File: config.mk
export PLATFORM = sky130hd
export DESIGN_NAME = xint_sampler
export DESIGN_NICKNAME = d
export VERILOG_FILES = /design/src/rtl/xint_pkg.sv /design/src/rtl/xint_sync.sv /design/src/rtl/xint_flag_core.sv /design/src/rtl/xint_sampler.sv
export SDC_FILE = /design/constraint.sdc
export NUM_CORES = 1
export LEC_CHECK = 0
export ABC_CLOCK_PERIOD_IN_PS = 1400
export BUFFER_PORTS_ARGS = -buffer_cell sky130_fd_sc_hd__buf_2
export CAP_MARGIN = 10
export CORE_AREA = 5 5 42 44
export CTS_CLUSTER_DIAMETER = 150
export CTS_CLUSTER_SIZE = 8
export DETAILED_ROUTE_END_ITERATION = 16
export DIE_AREA = 0 0 47 49
export HOLD_SLACK_MARGIN = 0.03
export PLACE_DENSITY = 0.3
export SYNTH_ARGS = -nofsm -noshare
export SYNTH_HDL_FRONTEND = slang
export SYNTH_HIERARCHICAL = 1
export SYNTH_SLANG_ARGS = --single-unit
export TNS_END_PERCENT = 50
File: constraint.sdc
create_clock -name clk -period 1.4 [get_ports clk]
set_input_delay 0.28 -clock clk [delete_from_list [all_inputs] [get_ports clk]]
set_output_delay 0.28 -clock clk [all_outputs]
set_load 0.01 [all_outputs]
File: src/rtl/xint_pkg.sv
package xint_pkg;

    // Registered state of the flag core.
    typedef struct packed {
        logic flag;   // request flag seen by the controller
        logic armed;  // last strobe sampled the pin high
    } xint_state_t;

    localparam int unsigned MIN_SYNC_STAGES = 2;

endpackage

File: src/rtl/xint_sync.sv
module xint_sync #(
    parameter int unsigned STAGES  = 2,
    parameter logic        RST_VAL = 1'b1
) (
    input  logic clk,
    input  logic rst_n,
    input  logic din,
    output logic dout
);
    logic [STAGES-1:0] chain_d, chain_q;

    generate
        if (STAGES == 1) begin : g_single
            always_comb chain_d = din;
        end else begin : g_chain
            always_comb chain_d = {chain_q[STAGES-2:0], din};
        end
    endgenerate

    always_ff @(posedge clk or negedge rst_n) begin
        if (!rst_n) chain_q <= {STAGES{RST_VAL}};
        else        chain_q <= chain_d;
    end

    assign dout = chain_q[STAGES-1];
endmodule

File: src/rtl/xint_flag_core.sv
module xint_flag_core
    import xint_pkg::*;
(
    input  logic clk,
    input  logic rst_n,
    input  logic pin_s,
    input  logic edge_mode,
    input  logic smp_stb,
    input  logic ack,
    input  logic sw_we,
    input  logic sw_wdata,
    output logic flag
);
    xint_state_t st_d, st_q;
    logic        fall_seen;

    always_comb begin
        st_d      = st_q;
        fall_seen = smp_stb && st_q.armed && !pin_s;

        if (smp_stb) begin
            st_d.armed = pin_s;
        end

        if (!edge_mode) begin
            if (smp_stb) st_d.flag = !pin_s;
        end else begin
            if (fall_seen)  st_d.flag = 1'b1;
            else if (ack)   st_d.flag = 1'b0;
        end

        if (sw_we) st_d.flag = sw_wdata;
    end

    always_ff @(posedge clk or negedge rst_n) begin
        if (!rst_n) st_q <= '{flag: 1'b0, armed: 1'b0};
        else        st_q <= st_d;
    end

    assign flag = st_q.flag;
endmodule

File: src/rtl/xint_sampler.sv
module xint_sampler #(
    parameter int unsigned SYNC_STAGES = 2
) (
    input  logic clk,
    input  logic rst_n,
    input  logic pin_n_i,
    input  logic edge_mode_i,
    input  logic smp_stb_i,
    input  logic ack_i,
    input  logic sw_we_i,
    input  logic sw_wdata_i,
    output logic req_o
);
    logic pin_s;

    xint_sync #(
        .STAGES (SYNC_STAGES),
        .RST_VAL(1'b1)
    ) u_sync (
        .clk  (clk),
        .rst_n(rst_n),
        .din  (pin_n_i),
        .dout (pin_s)
    );

    xint_flag_core u_core (
        .clk      (clk),
        .rst_n    (rst_n),
        .pin_s    (pin_s),
        .edge_mode(edge_mode_i),
        .smp_stb  (smp_stb_i),
        .ack      (ack_i),
        .sw_we    (sw_we_i),
        .sw_wdata (sw_wdata_i),
        .flag     (req_o)
    );
endmodule

==> metrics.yaml <==
timing:
  timing.hold.ws_ns: 0.1466
  max-slew-margin-rel_pct: 84.53
  fin_tns_setup_ns: 0
  skew_ns: 0.005854
  final_max_slew_viol_count: 0
  rsz0062_at_grt: "false"
  worst_pin_slew_ns: 0.2321
  finalHoldViolCount: 0
  min_period_over_period_pct: 78.91
  fin_crit_ns: 1.105
  clock.fmax_mhz: 905.2
  setup_viol_count_final: 0
worst_setup_path:
  critical_path.max_fanout: 2
  worstPathCellList: "and2b_1 -> a221oi_1 -> a21oi_1"
  path_buf_inv: 0
  endpoint_kind: "flip-flop"
  crit_path_start_kind: "flip-flop"
  critPathArrivalTime_ns: 1.22
  rr_startpoint: "u_sync/chain_q[1]$_DFF_PN1_"
  worstPathRequired_ns: 1.51
  rrSetupSlack_ns: 0.30
  crit_type: "flip-flop to flip-flop"
  crit_family: "flip-flops"
  rr_worst_depth: 3
  rr_endpoint: "u_core/flag$_DFFE_PN0P_"
  max_stage_delay_ns: 0.51
  crit_path_top_delay_cell: "dfstp_2"
clock_tree:
  clk_pin_slew_worst_paths_ns: 0.04
  cts_max_path_buffers: 2
  post_cts_buffers: 0
  h-tree-depth: 1
  insertion_delay_ns: 0.24
  clockRootBuffer: "clkbuf_4"
  clock_sinks: 4
  cts_tree: "built"
  cts_buffers: 3
detailed_routing:
  firstDrtPassIters: 1
  routedWlPerCell_um: 8.150
  vias_per_cell: 3.225
  antenna_left: 0
  drc: 0
  drtIter0Drc: 0
  routed_wl_um: 326
  vias: 129
synthesis:
  synthCells: 11
  synth_cell_types: 9
  synth_nets: 19
  ys_warn_count: 6
  postSynthAreaPerCell_um2: 14.10
  ys_ff_latch: 4
  syn_area_um2: 155.1
  synth_sequential_area_ratio_pct: 66.13
worst_hold_path:
  hold-path-endpoint: "u_sync/chain_q[0]$_DFF_PN1_"
  holdPathStages: 1
  hp-class: "primary input to flip-flop"
  min_from: "pin_n_i"
die:
  start_util_pct: 11.07
  dieArea_mm2: 0.002303
  die_h_um: 49
  row_count: 14
  io_pins: 9
  design.core.area_mm2: 0.001401
  fp.dieW_um: 47
finish:
  n_fill_cell: 160
  nets: 33
  syn_to_final_growth_pct: 62.10
  fin_cells: 40
  regArea_um2: 102.6
  drive_gt1_share_pct: 58.33
  diodes: 0
  multi_input_area_um2: 48.80
placed_design:
  place_inst: 35
  gp_congestion: 0.7135
  io_buffers: 8
grt:
  grtUsageTotal_pct: 3.460
  antenna_found_initial: 0
  overflow: 0
  grt_max_degree: 5
  grt_pass1_wl_um: 483
  grt_pass1_vias: 135
power:
  p_leak_uw: 0.0001209
  peakVddDrop_uv: 432.4
  cellPowerDensity_mw_per_mm2: 1282
status:
  outcome: "completed"
run:
  drv_cap: 0
report_power, final:
| group | leakage, µW | switching [µW] | internal, µW |
|---|---|---|---|
| combinational | 0.0000616 | 12.8 | 19.1 |
| sequential | 0.0000443 | 3.08 | 127 |
| clock | 0.0000150 | 53.0 | 107 |
cell usage after synthesis:
cell | instances | share of area (%)
dfrtp_1 | 2 | 32
dfstp_2 | 2 | 34
a21oi_1 | 1 | 3.2
a221oi_1 | 1 | 5.6
and2b_1 | 1 | 4.8
inv_1 | 1 | 2.4
mux2_2 | 1 | 7.3
mux2i_1 | 1 | 6.5
nand2b_1 | 1 | 4.0
layer usage:
layer,vias up,part of all wire [%],global-route usage [%]
met4,0,0,4.147
met5,-,0,0
met3,0,24,3.690
li1,66,-,-
met2,9,33,3.167
met1,54,43,3.548
cell type report:
cell class | instances | area share (%)
clock buffer | 4 | 10.45
multi-input combinational | 6 | 19.40
inverter | 1 | 1.493
timing repair buffer | 9 | 19.90
sequential | 4 | 40.80
tap | 16 | 7.960
stage by stage:
stage	worst slack (ns)	area, µm²	power (µW)	utilization [%]
floorplan	0.3358	155.1	144.4	-
global placement	0.3063	215.2	161.5	15.36
detailed placement	0.2850	215.2	162.4	15.36
CTS	0.2825	251.5	335.3	17.95
global route	0.2479	251.5	342.1	17.95
finish	0.2953	251.5	322.4	17.95
kinds of logic (layout without fill, tap and decap cells):
logic type	after synthesis	in the layout	share of synthesized area [%]
AOI/OAI and AO/OA	2	2	8.869
muxes	2	2	13.71
and+or+nand+nor	2	2	8.875
buffers and inverters	1	14	2.417
DFF	4	4	66.13
layout by cell type, fill, tap and decap left out, drive strengths merged, types with 2 or more instances in the layout:
cell and n:
dfrtp 2, dfstp 2, clkbuf 4, buf 8
how the worst max path moves through the flow:
stage | from | to | slack [ns] | cells after the start
after global placement | u_sync/chain_q[1]$_DFF_PN1_ | u_core/flag$_DFFE_PN0P_ | 0.31 | 3
after floorplan | u_sync/chain_q[1]$_DFF_PN1_ | u_core/flag$_DFFE_PN0P_ | 0.34 | 3
after global routing | u_sync/chain_q[1]$_DFF_PN1_ | u_core/flag$_DFFE_PN0P_ | 0.25 | 3
final | u_sync/chain_q[1]$_DFF_PN1_ | u_core/flag$_DFFE_PN0P_ | 0.30 | 3
after CTS | u_sync/chain_q[1]$_DFF_PN1_ | u_core/flag$_DFFE_PN0P_ | 0.28 | 3
after detailed placement | u_sync/chain_q[1]$_DFF_PN1_ | u_core/flag$_DFFE_PN0P_ | 0.29 | 3
sequential cells by signal (all words and copies together), names as in the netlist:
signal	flops
u_sync/chain_q	2
u_core/flag	1
u_core/st_q	1
worst register-to-register path, delay by kind of cell (launching register included):
| family | cells | cell delay [ns] |
|---|---|---|
| AOI/OAI and AO/OA | 2 | 0.31 |
| DFF | 1 | 0.51 |
| and+or+nand+nor | 1 | 0.17 |
what timing repair did:
item                                   in CTS  in global routing
hold buffers                                1                  0
gates resized for setup                     0                  0
endpoints found under the hold margin       4                  0
Power figures use the tool's default switching activity.
